<file path="src/rtl/lts_pkg.sv">
package lts_pkg;
  typedef enum logic [1:0] {
    OP_READ   = 2'b00,
    OP_RENEW  = 2'b01,
    OP_WRITE  = 2'b10,
    OP_WRBACK = 2'b11
  } lts_op_e;
endpackage

</file>
<file path="src/rtl/lts_rr_arbiter.sv">
module lts_rr_arbiter #(
  parameter int NUM_REQ = 4,
  parameter int IDX_W   = (NUM_REQ > 1) ? $clog2(NUM_REQ) : 1
) (
  input  logic               clk,
  input  logic               rst_n,
  input  logic [NUM_REQ-1:0] req,
  input  logic               advance,
  output logic [IDX_W-1:0]   win_idx,
  output logic               win_vld
);
  logic [IDX_W-1:0] ptr_q, ptr_d;
  int cand;

  // search from the pointer; the lowest distance wins (last assignment)
  always_comb begin
    win_vld = 1'b0;
    win_idx = '0;
    cand    = 0;
    for (int k = NUM_REQ - 1; k >= 0; k--) begin
      cand = int'(ptr_q) + k;
      if (cand >= NUM_REQ) cand = cand - NUM_REQ;
      if (req[cand]) begin
        win_vld = 1'b1;
        win_idx = IDX_W'(cand);
      end
    end
  end

  always_comb begin
    ptr_d = ptr_q;
    if (advance) begin
      if (win_idx == IDX_W'(NUM_REQ - 1)) ptr_d = '0;
      else                                ptr_d = win_idx + 1'b1;
    end
  end

  always_ff @(posedge clk or negedge rst_n) begin
    if (!rst_n) ptr_q <= '0;
    else        ptr_q <= ptr_d;
  end
endmodule

</file>
<file path="src/rtl/lts_ts_calc.sv">
module lts_ts_calc
  import lts_pkg::*;
#(
  parameter int TS_W  = 16,
  parameter int LEASE = 10
) (
  input  lts_op_e         op,
  input  logic [TS_W-1:0] core_pts,
  input  logic [TS_W-1:0] line_wts,
  input  logic [TS_W-1:0] line_rts,
  output logic [TS_W-1:0] nxt_pts,
  output logic [TS_W-1:0] nxt_wts,
  output logic [TS_W-1:0] nxt_rts,
  output logic [TS_W-1:0] lease_out,
  output logic            ovf
);
  localparam logic [TS_W:0] TS_MAX  = {1'b0, {TS_W{1'b1}}};
  localparam logic [TS_W:0] LEASE_X = (TS_W + 1)'(LEASE);

  logic [TS_W:0] pts_x, wts_x, rts_x;
  logic [TS_W:0] rd_pts, rd_base, rd_lease, wr_bump, wr_pts;

  function automatic logic [TS_W-1:0] sat(input logic [TS_W:0] v);
    return (v > TS_MAX) ? TS_MAX[TS_W-1:0] : v[TS_W-1:0];
  endfunction

  always_comb begin
    pts_x    = {1'b0, core_pts};
    wts_x    = {1'b0, line_wts};
    rts_x    = {1'b0, line_rts};
    rd_pts   = (pts_x > wts_x) ? pts_x : wts_x;
    rd_base  = (rts_x > rd_pts) ? rts_x : rd_pts;
    rd_lease = rd_base + LEASE_X;
    wr_bump  = rts_x + 1'b1;
    wr_pts   = (pts_x > wr_bump) ? pts_x : wr_bump;

    nxt_pts   = core_pts;
    nxt_wts   = line_wts;
    nxt_rts   = line_rts;
    lease_out = line_rts;
    ovf       = 1'b0;
    case (op)
      OP_READ, OP_RENEW: begin
        nxt_pts   = rd_pts[TS_W-1:0];
        nxt_rts   = sat(rd_lease);
        lease_out = sat(rd_lease);
        ovf       = (rd_lease > TS_MAX);
      end
      OP_WRITE: begin
        nxt_pts   = sat(wr_pts);
        nxt_wts   = sat(wr_pts);
        nxt_rts   = sat(wr_pts);
        lease_out = sat(wr_pts);
        ovf       = (wr_pts > TS_MAX);
      end
      default: ;
    endcase
  end
endmodule

</file>
<file path="src/rtl/lts_line_store.sv">
module lts_line_store #(
  parameter int NUM_LINES = 32,
  parameter int DATA_W    = 32,
  parameter int TS_W      = 16,
  parameter int CORE_W    = 2,
  parameter int LINE_W    = 5
) (
  input  logic              clk,
  input  logic              rst_n,
  input  logic [LINE_W-1:0] idx,
  input  logic              upd_ts,
  input  logic              upd_data,
  input  logic              own_set,
  input  logic              own_clr,
  input  logic [CORE_W-1:0] new_owner,
  input  logic [TS_W-1:0]   new_wts,
  input  logic [TS_W-1:0]   new_rts,
  input  logic [DATA_W-1:0] new_data,
  output logic [TS_W-1:0]   rd_wts,
  output logic [TS_W-1:0]   rd_rts,
  output logic [DATA_W-1:0] rd_data,
  output logic              rd_own_vld,
  output logic [CORE_W-1:0] rd_owner
);
  logic [TS_W-1:0]   wts_q   [NUM_LINES];
  logic [TS_W-1:0]   rts_q   [NUM_LINES];
  logic [DATA_W-1:0] data_q  [NUM_LINES];
  logic              ownv_q  [NUM_LINES];
  logic [CORE_W-1:0] owner_q [NUM_LINES];

  for (genvar l = 0; l < NUM_LINES; l++) begin : g_line
    logic hit;
    logic ownv_d;
    assign hit = (idx == LINE_W'(l));

    always_comb begin
      ownv_d = ownv_q[l];
      if (hit && own_set)      ownv_d = 1'b1;
      else if (hit && own_clr) ownv_d = 1'b0;
    end

    always_ff @(posedge clk or negedge rst_n) begin
      if (!rst_n) begin
        wts_q[l]   <= '0;
        rts_q[l]   <= '0;
        data_q[l]  <= '0;
        ownv_q[l]  <= 1'b0;
        owner_q[l] <= '0;
      end else begin
        if (hit && upd_ts) begin
          wts_q[l] <= new_wts;
          rts_q[l] <= new_rts;
        end
        if (hit && upd_data) data_q[l]  <= new_data;
        if (hit && own_set)  owner_q[l] <= new_owner;
        ownv_q[l] <= ownv_d;
      end
    end
  end

  assign rd_wts     = wts_q[idx];
  assign rd_rts     = rts_q[idx];
  assign rd_data    = data_q[idx];
  assign rd_own_vld = ownv_q[idx];
  assign rd_owner   = owner_q[idx];
endmodule

</file>
<file path="src/rtl/lts_coherence_mgr.sv">
module lts_coherence_mgr
  import lts_pkg::*;
#(
  parameter int NUM_CORES = 4,
  parameter int NUM_LINES = 32,
  parameter int DATA_W    = 32,
  parameter int TS_W      = 16,
  parameter int LEASE     = 10,
  parameter int CORE_W    = (NUM_CORES > 1) ? $clog2(NUM_CORES) : 1,
  parameter int LINE_W    = (NUM_LINES > 1) ? $clog2(NUM_LINES) : 1
) (
  input  logic                        clk,
  input  logic                        rst_n,
  input  logic [NUM_CORES-1:0]        req_valid,
  output logic [NUM_CORES-1:0]        req_ready,
  input  logic [2*NUM_CORES-1:0]      req_op,
  input  logic [LINE_W*NUM_CORES-1:0] req_line,
  input  logic [DATA_W*NUM_CORES-1:0] req_wdata,
  output logic                        rsp_valid,
  output logic [CORE_W-1:0]           rsp_core,
  output logic [1:0]                  rsp_op,
  output logic [DATA_W-1:0]           rsp_data,
  output logic [TS_W-1:0]             rsp_wts,
  output logic [TS_W-1:0]             rsp_lease,
  output logic [TS_W-1:0]             rsp_pts,
  output logic [TS_W*NUM_CORES-1:0]   core_pts,
  input  logic [TS_W*NUM_CORES-1:0]   chk_lease,
  output logic [NUM_CORES-1:0]        chk_ok,
  output logic                        ts_overflow
);
  lts_op_e           op_c    [NUM_CORES];
  logic [LINE_W-1:0] line_c  [NUM_CORES];
  logic [DATA_W-1:0] wdata_c [NUM_CORES];
  logic [TS_W-1:0]   pts_q   [NUM_CORES];

  logic [CORE_W-1:0] win_idx;
  logic              win_vld, need_flush, accept, own_clr;
  lts_op_e           sel_op;
  logic [LINE_W-1:0] sel_line;
  logic [DATA_W-1:0] sel_wdata;
  logic [TS_W-1:0]   sel_pts;
  logic [TS_W-1:0]   ln_wts, ln_rts, nxt_pts, nxt_wts, nxt_rts, lease_val;
  logic [DATA_W-1:0] ln_data;
  logic              ln_own_vld, calc_ovf;
  logic [CORE_W-1:0] ln_owner;

  logic              rsp_valid_q, rsp_valid_d, ovf_q, ovf_d;
  logic [CORE_W-1:0] rsp_core_q;
  logic [1:0]        rsp_op_q;
  logic [DATA_W-1:0] rsp_data_q, rsp_data_d;
  logic [TS_W-1:0]   rsp_wts_q, rsp_lease_q, rsp_pts_q;

  for (genvar c = 0; c < NUM_CORES; c++) begin : g_core
    logic [TS_W-1:0] pts_d;
    assign op_c[c]    = lts_op_e'(req_op[2*c +: 2]);
    assign line_c[c]  = req_line[LINE_W*c +: LINE_W];
    assign wdata_c[c] = req_wdata[DATA_W*c +: DATA_W];
    assign req_ready[c] = accept && (win_idx == CORE_W'(c));
    assign chk_ok[c]    = (pts_q[c] <= chk_lease[TS_W*c +: TS_W]);
    assign core_pts[TS_W*c +: TS_W] = pts_q[c];

    always_comb begin
      pts_d = pts_q[c];
      if (accept && (win_idx == CORE_W'(c))) pts_d = nxt_pts;
    end

    always_ff @(posedge clk or negedge rst_n) begin
      if (!rst_n) pts_q[c] <= '0;
      else        pts_q[c] <= pts_d;
    end
  end

  lts_rr_arbiter #(.NUM_REQ(NUM_CORES), .IDX_W(CORE_W)) u_arb (
    .clk     (clk),
    .rst_n   (rst_n),
    .req     (req_valid),
    .advance (accept),
    .win_idx (win_idx),
    .win_vld (win_vld)
  );

  assign sel_op    = op_c[win_idx];
  assign sel_line  = line_c[win_idx];
  assign sel_wdata = wdata_c[win_idx];
  assign sel_pts   = pts_q[win_idx];

  // an owned line is flushed before anyone else may touch it
  assign need_flush = win_vld && ln_own_vld && (ln_owner != win_idx) && (sel_op != OP_WRBACK);
  assign accept     = win_vld && !need_flush;
  assign own_clr    = need_flush ||
                      (accept && (sel_op == OP_WRBACK) && ln_own_vld && (ln_owner == win_idx));

  lts_line_store #(
    .NUM_LINES (NUM_LINES),
    .DATA_W    (DATA_W),
    .TS_W      (TS_W),
    .CORE_W    (CORE_W),
    .LINE_W    (LINE_W)
  ) u_store (
    .clk        (clk),
    .rst_n      (rst_n),
    .idx        (sel_line),
    .upd_ts     (accept),
    .upd_data   (accept && (sel_op == OP_WRITE)),
    .own_set    (accept && (sel_op == OP_WRITE)),
    .own_clr    (own_clr),
    .new_owner  (win_idx),
    .new_wts    (nxt_wts),
    .new_rts    (nxt_rts),
    .new_data   (sel_wdata),
    .rd_wts     (ln_wts),
    .rd_rts     (ln_rts),
    .rd_data    (ln_data),
    .rd_own_vld (ln_own_vld),
    .rd_owner   (ln_owner)
  );

  lts_ts_calc #(.TS_W(TS_W), .LEASE(LEASE)) u_calc (
    .op        (sel_op),
    .core_pts  (sel_pts),
    .line_wts  (ln_wts),
    .line_rts  (ln_rts),
    .nxt_pts   (nxt_pts),
    .nxt_wts   (nxt_wts),
    .nxt_rts   (nxt_rts),
    .lease_out (lease_val),
    .ovf       (calc_ovf)
  );

  always_comb begin
    rsp_valid_d = accept;
    rsp_data_d  = (sel_op == OP_WRITE) ? sel_wdata : ln_data;
    ovf_d       = ovf_q | (accept & calc_ovf);
  end

  always_ff @(posedge clk or negedge rst_n) begin
    if (!rst_n) begin
      rsp_valid_q <= 1'b0;
      rsp_core_q  <= '0;
      rsp_op_q    <= '0;
      rsp_data_q  <= '0;
      rsp_wts_q   <= '0;
      rsp_lease_q <= '0;
      rsp_pts_q   <= '0;
      ovf_q       <= 1'b0;
    end else begin
      rsp_valid_q <= rsp_valid_d;
      ovf_q       <= ovf_d;
      if (accept) begin
        rsp_core_q  <= win_idx;
        rsp_op_q    <= sel_op;
        rsp_data_q  <= rsp_data_d;
        rsp_wts_q   <= (sel_op == OP_WRITE) ? nxt_wts : ln_wts;
        rsp_lease_q <= lease_val;
        rsp_pts_q   <= nxt_pts;
      end
    end
  end

  assign rsp_valid   = rsp_valid_q;
  assign rsp_core    = rsp_core_q;
  assign rsp_op      = rsp_op_q;
  assign rsp_data    = rsp_data_q;
  assign rsp_wts     = rsp_wts_q;
  assign rsp_lease   = rsp_lease_q;
  assign rsp_pts     = rsp_pts_q;
  assign ts_overflow = ovf_q;
endmodule

</file>
<file path="config.mk">
export PLATFORM = sky130hd
export DESIGN_NAME = lts_coherence_mgr
export DESIGN_NICKNAME = d
export VERILOG_FILES = /design/src/rtl/lts_pkg.sv /design/src/rtl/lts_rr_arbiter.sv /design/src/rtl/lts_ts_calc.sv /design/src/rtl/lts_line_store.sv /design/src/rtl/lts_coherence_mgr.sv
export SDC_FILE = /design/constraint.sdc
export NUM_CORES = 2
export LEC_CHECK = 0
export BUFFER_PORTS_ARGS = -buffer_cell sky130_fd_sc_hd__buf_2
export CAP_MARGIN = 10
export CORE_MARGIN = 1
export CORE_UTILIZATION = 60
export CTS_CLUSTER_SIZE = 8
export DETAILED_ROUTE_END_ITERATION = 7
export PLACE_DENSITY = 0.73
export SETUP_SLACK_MARGIN = 0.1
export SLEW_MARGIN = 20
export SYNTH_ARGS = -nofsm -noshare
export SYNTH_HDL_FRONTEND = slang
export SYNTH_SLANG_ARGS = --single-unit
</file>
<file path="constraint.sdc">
create_clock -name clk -period 16.5 [get_ports clk]
set_input_delay 1.65 -clock clk [delete_from_list [all_inputs] [get_ports clk]]
set_output_delay 1.65 -clock clk [all_outputs]
set_load 0.05 [all_outputs]
</file>
Word level (Yosys, flattened, before mapping)
Cells that the tools add are included.
{ "totals": {"register_bits": 2296, "latchBits": 0, "ramBits": 0, "rom_bits": 0, "in_bits": 226, "elab_cells": 519, "n_memories": 0} }
{ "op_classes": {"n_addsub": 10, "n_mul": 0, "div": 0, "magnitude_cmp": 19, "n_eq_ne": 40, "shifts": 0, "n_mux": 127, "bitwise": 4, "reduce_logical": 146} }
{ "ops": {"columns": ["op", "count"], "rows": [
  ["$mux W32", 9],
  ["$mux W16", 11],
  ["$bmux W16 S5", 2],
  ["$bmux W32 S5", 1],
  ["$lt A32 B4 Y1 const B", 4],
  ["$logic_and A1 B1 Y1", 108],
  ["$ge A32 B4 Y1 const B", 3],
  ["$sub A32 B4 Y32 const B", 3],
  ["$eq A5 B5 Y1 const B", 16],
  ["$mux W1", 78],
  ["$bmux W32 S2", 1],
  ["$le A16 B16 Y1", 4],
  ["$pmux W16 S2", 2],
  ["$reduce_bool A2 Y1", 32],
  ["$eq A5 B4 Y1 const B", 8],
  ["$gt A16 B17 Y1", 2],
  ["$gt A17 B16 Y1 const B", 2],
  ["$mux W17", 2],
  ["$bmux W16 S2", 1],
  ["$eq A5 B3 Y1 const B", 4],
  ["$mux W2", 9],
  ["$add A16 B1 Y17 const B", 1],
  ["$add A17 B4 Y17 const B", 1],
  ["$gt A16 B16 Y1", 1],
  ["30 further kinds", 41]
]} }

Longest topological paths before layout
{ "depth": {"depth_word": 30, "ltp_mapped": 62, "depth_no_buf": 49} }

Modules after synthesis
Synthesis repeated with hierarchy kept, for this count alone.
{ "unflattened": {"hier_cells": 8157, "hier_area_um2": 110696.2} }
{ "modules_own_cells": {"columns": ["mod", "instances", "cells_per_inst", "area_each_um2", "seq_area_each_um2"], "rows": [
  ["lts_line_store", 1, 6715, 97527.3, 53651.5],
  ["lts_coherence_mgr", 1, 799, 8976.1, 3753.6],
  ["lts_ts_calc", 1, 620, 4012.6, 0.0],
  ["lts_rr_arbiter", 1, 23, 180.2, 50.0]
]} }

Worst setup path before layout
Ideal clock, no wire load.
{ "synth_path": {"path_type": "input-to-reg", "startpoint": "input req_valid[1]", "endpoint": "register rsp_lease_q[1] (netlist: rsp_lease[1])", "setup_ns": 0.073, "t_arrival_ns": 11.879, "required_ns": 16.427, "slack_ns": 4.548, "stages": 56, "path_buffers": 13, "path_cell_list": "nand2b_1 o211a_4 o21ai_0 nand3_2 nand2_2 buf_6 buf_4 buf_4 buf_4 buf_4 buf_4 buf_2 buf_2 clkbuf_1 nand3_1 a311oi_1 a31oi_1 a21o_1 [20 not listed] nand2_1 o31ai_4 a21oi_2 nor2_1 buf_2 a21oi_1 inv_1 ha_1 a211o_1 nor2b_1 xnor2_1 mux2i_1 nand3_1 a2111o_1 nor4_4 a221oi_4 buf_6 a21oi_2"} }
{ "synth_via": {"elab_chain_len": 23} }
{ "synth_lines": {"columns": ["element", "line_no", "source"], "rows": [
  ["from (decl)", "lts_coherence_mgr.sv:14", "input logic [NUM_CORES-1:0] req_valid,"],
  ["$bmux W1 S2", "lts_rr_arbiter.sv:23", "if (req[cand]) begin"],
  ["$mux W1 (implied by the code) (2 in series)", "lts_rr_arbiter.sv:23", null],
  ["$mux W2 (4 in series)", "lts_rr_arbiter.sv:23", null],
  ["$not A2 Y3 (implied by the code)", "lts_coherence_mgr.sv:82, lts_coherence_mgr.sv:83, lts_coherence_mgr.sv:85", null],
  ["$bmux W5 S2", "lts_coherence_mgr.sv:83", "assign sel_line = line_c[win_idx];"],
  ["$mux W5 (implied by the code) (2 in series)", "lts_coherence_mgr.sv:83", null],
  ["$not A5 Y6 (implied by the code)", null, null],
  ["$bmux W16 S5", "lts_line_store.sv:61", "assign rd_wts = wts_q[idx];"],
  ["$mux W16 (implied by the code) (2 in series)", "lts_line_store.sv:61", null],
  ["$gt A16 B16 Y1", "lts_ts_calc.sv:31", "rd_pts = (pts_x > wts_x) ? pts_x : wts_x;"],
  ["$mux W16", "lts_ts_calc.sv:31", null],
  ["$gt A16 B17 Y1", "lts_ts_calc.sv:32", "rd_base = (rts_x > rd_pts) ? rts_x : rd_pts;"],
  ["$mux W17", "lts_ts_calc.sv:32", null],
  ["$add A17 B4 Y17", "lts_ts_calc.sv:33", "rd_lease = rd_base + LEASE_X;"],
  ["$gt A17 B16 Y1", "lts_ts_calc.sv:24", "return (v > TS_MAX) ? TS_MAX[TS_W-1:0] : v[TS_W-1:0];"],
  ["$mux W16", "lts_ts_calc.sv:24", null],
  ["$pmux W16 S2", "lts_ts_calc.sv:42", "case (op)"],
  ["to (signal assigned)", "lts_coherence_mgr.sv:154", "rsp_lease_q <= lease_val;"],
  ["to (decl)", "lts_coherence_mgr.sv:51", "logic [TS_W-1:0] rsp_wts_q, rsp_lease_q, rsp_pts_q;"]
]} }
Several ways; a longest one is shown, not always the timed one. The select of a mux whose other input is x is not followed.
A chain may end at the register's enable or synchronous reset.

Final worst setup path
{ "layout_path": {"startpoint": "input req_valid[0]", "endpoint": "register u_store.rts_q[130] (netlist bit)"} }
{ "layout_via": {"elab_chain_len": 23} }
{ "layout_lines": {"columns": ["element", "line_no", "source"], "rows": [
  ["$bmux W1 S2", "lts_rr_arbiter.sv:23", null],
  ["$mux W1 (implied by the code) (2 in series)", "lts_rr_arbiter.sv:23", null],
  ["$mux W2 (4 in series)", "lts_rr_arbiter.sv:23", null],
  ["$not A2 Y3 (implied by the code)", "lts_coherence_mgr.sv:82, lts_coherence_mgr.sv:83, lts_coherence_mgr.sv:85", null],
  ["$bmux W5 S2", "lts_coherence_mgr.sv:83", null],
  ["$mux W5 (implied by the code) (2 in series)", "lts_coherence_mgr.sv:83", null],
  ["$not A5 Y6 (implied by the code)", null, null],
  ["$bmux W16 S5", "lts_line_store.sv:61", null],
  ["$mux W16 (implied by the code) (2 in series)", "lts_line_store.sv:61", null],
  ["$gt A16 B16 Y1", "lts_ts_calc.sv:31", null],
  ["$mux W16", "lts_ts_calc.sv:31", null],
  ["$gt A16 B17 Y1", "lts_ts_calc.sv:32", null],
  ["$mux W17", "lts_ts_calc.sv:32", null],
  ["$add A17 B4 Y17", "lts_ts_calc.sv:33", null],
  ["$gt A17 B16 Y1", "lts_ts_calc.sv:24", null],
  ["$mux W16", "lts_ts_calc.sv:24", null],
  ["$pmux W16 S2", "lts_ts_calc.sv:42", null],
  ["to (signal, indexed assignment)", "lts_line_store.sv:52", "rts_q[l] <= new_rts;"],
  ["to (decl)", "lts_line_store.sv:26", "logic [TS_W-1:0] rts_q [NUM_LINES];"]
]} }
Several ways; a longest one is shown, not always the timed one. The select of a mux whose other input is x is not followed.

==> flow_metrics.py <==
metrics = {
    "setup_path": {
        "timing.critical_path.buf_inv": 7,
        "r2r_start": "u_arb.ptr_q[1]",
        "cp.required_ps": 17320,
        "cpMostUsedCell": "mux2i_1",
        "crit_cells": 48,
        "r2r_end": "u_store.rts_q[130]",
        "cp-end-kind": "flop",
        "reg2reg_slack_ps": 3710,
        "r2r_cells": 46,
        "cp_slowest_stage_delay_ps": 800,
        "crit_path_top_delay_cell": "nand3_1",
        "cp_data_arrival_time_ps": 13930,
        "critPathLaunch": "req_valid[0]",
        "path_class": "input pin to flop",
        "worstPathMaxFanout": 40,
        "start_kind": "input pin",
        "cpLargestDelayFamily": "simple AND/OR/NAND/NOR gates",
    },
    "global_route": {
        "grt_max_degree": 195,
        "grt_pass1_vias": 95650,
        "grt_usage": 0.4286,
        "grt_pass1_wl_um": 601000,
        "antenna_found_initial": 7,
        "grt_overflow_total": 0,
    },
    "cts": {
        "insertion_delay_ps": 950,
        "path_clk_slew_ps": 50,
        "postCtsResizedCells": 0,
        "cts_sinks": 2296,
        "h-tree-depth": 5,
        "clockRootBuffer": "clkbuf_16",
        "cts_hold_buf": 0,
        "clock_path_buffers": 4,
        "cts_tree": "built",
        "numCtsBuffers": 337,
        "cts_setup_buffers": 0,
    },
    "routing": {
        "wl_per_cell_um": 26.15,
        "route.detailed.drc": 0,
        "finalWirelength_um": 399600,
        "dr.pass1.iters": 7,
        "vias_per_cell": 6.544,
        "drtAntennaViolNets": 0,
        "num_vias": 99990,
        "drtIter0Drc": 13160,
    },
    "outcome": {
        "status": "complete, no violations",
    },
    "floorplanning": {
        "std_cell_rows": 156,
        "start_util": 0.6064,
        "ios": 384,
        "fp.dieW_um": 430.3,
        "coreArea_um2": 181500,
        "die_h_um": 430.3,
        "die_area_um2": 185200,
    },
    "sta": {
        "grt_setup_unrepaired": "no",
        "clock.fmax_mhz": 76.32,
        "clock_skew_ps": 58.37,
        "whs_ps": 472.6,
        "worst_slew_pin_slew_ps": 1288,
        "finalHoldViolCount": 0,
        "period_needed_ps": 13100,
        "maxSlewHeadroom": 0.1384,
        "maxSlewViolCount": 0,
        "finalSetupTns_ps": 0,
        "fin_crit_sh": 0.7942,
        "setup_violations": 0,
    },
    "place": {
        "portBuffers": 383,
        "dp_hpwl_um": 230000,
        "globalplace.congestion": 0.9748,
    },
    "min_path": {
        "hp-class": "flop to flop",
        "min_to": "u_store.rts_q[221]",
        "hold_depth": 2,
        "min_from": "u_store.rts_q[221]",
    },
    "layout": {
        "multi_input_area_um2": 47800,
        "fillers": 14650,
        "nets": 13230,
        "post_route_cells_drive_above_1_share": 0.1018,
        "synthToLayoutAreaGrowth_pct": 10.72,
        "final_common_cell": "nand2_1",
        "final_cell_mix": "3722 x nand2_1, 2296 x dfrtp_1, 1498 x o21ai_0, 874 x nand3_1, 796 x nor2_1",
        "regArea_um2": 57460,
    },
    "yosys": {
        "syn_inst": 13050,
        "avgSynthCellArea_um2": 8.433,
        "synth-edff-count": 0,
        "synth_area_um2": 110100,
        "synth.distinct_cells": 99,
        "async_reset_ff_frac": 1.000,
        "synth_nets": 13400,
        "synthFlopType": "dfrtp_1",
        "ys_seq_elements": 2296,
        "synth_warnings": 0,
        "yosysSeqAreaShare": 0.5220,
    },
    "run": {
        "maxCapViolCount": 0,
    },
}
-- stage by stage --
stage	instance area [µm²]	worst slack (ps)	util	instances
finish	121900	3396	0.6714	15280
CTS	121700	3613	0.6707	15270
global route	121900	2891	0.6713	15280
global placement	113000	2797	0.6227	14920
detailed placement	113100	2771	0.6230	14920
floorplan	110100	4548	-	13050
-- cell families after synthesis --
family                   Yosys count  synth area share
AND/OR/NAND/NOR                 6011            0.2274
AO/OA/AOI/OAI                   3089            0.1668
flip-flops                      2296            0.5220
buffers and inverters           1326           0.05046
multiplexers                     180           0.01733
adder cells (fa/ha/maj)          118           0.01339
XOR/XNOR                          33          0.002626
-- layout make-up --
| type | count | share of cell area |
|---|---|---|
| Multi-Input combinational cell | 9431 | 0.3923 |
| Tap cell | 2370 | 0.02433 |
| Clock inverter | 8 | 0.0008727 |
| Clock buffer | 344 | 0.07019 |
| Timing Repair Buffer | 677 | 0.03622 |
| Inverter | 146 | 0.004528 |
| Antenna cell | 8 | 0.0001643 |
| Sequential cell | 2296 | 0.4714 |
-- synth_stat cells, types with 37 or more instances --
cell / instances / area share
a211oi_1: 79 / 0.0054
a21oi_1: 631 / 0.029
a21oi_2: 61 / 0.0049
a311oi_1: 311 / 0.025
a31oi_1: 171 / 0.0097
and3_1: 220 / 0.013
buf_1: 39 / 0.0013
buf_2: 155 / 0.0070
buf_4: 50 / 0.0034
clkbuf_1: 910 / 0.031
dfrtp_1: 2296 / 0.52
ha_1: 117 / 0.013
inv_1: 140 / 0.0048
mux2_2: 65 / 0.0066
mux2i_1: 110 / 0.010
nand2_1: 3758 / 0.13
nand3_1: 875 / 0.040
nand4_1: 97 / 0.0055
nor2_1: 824 / 0.028
nor3_1: 118 / 0.0054
o21a_1: 82 / 0.0056
o21ai_0: 1498 / 0.068
o311ai_0: 37 / 0.0029
-- worst min-delay path, cell delays in order, from the launching register on --
cell and delay [ps]:
dfrtp_1 330, nand2_1 50, o21ai_0 60
-- sequential cells by signal, indices dropped and copies added, names as in the netlist --
name,cells
u_store.owner_q,64
ts_overflow,1
u_store.ownv_q,32
u_arb.ptr_q,2
u_store.rts_q,512
u_store.wts_q,512
core_pts,64
rsp_core,2
rsp_valid,1
rsp_pts,16
u_store.data_q,1024
rsp_op,2
rsp_data,32
rsp_wts,16
rsp_lease,16
-- how the worst max path moves through the flow --
stage	end	slack [ps]
global placement	u_store.rts_q[18]	2800
finish	u_store.rts_q[130]	3400
CTS	u_store.rts_q[130]	3610
global route	u_store.rts_q[130]	2890
detailed placement	u_store.rts_q[17]	2770
floorplan	rsp_lease[1]	4550
-- metal layers --
| metal | track usage | up-vias | wire length (µm) | part of all wire |
|---|---|---|---|---|
| met5 | 0 | - | 11 | 0.000028 |
| met4 | 0.2846 | 2 | 29630 | 0.074 |
| met3 | 0.09012 | 1476 | 43410 | 0.11 |
| met2 | 0.6483 | 6184 | 177400 | 0.44 |
| met1 | 0.5607 | 48460 | 149200 | 0.37 |
| li1 | - | 43870 | - | - |
Power is left out: the tool's default activity adds up to more than one toggle a clock period on the data nets, which glitch-free logic cannot reach.
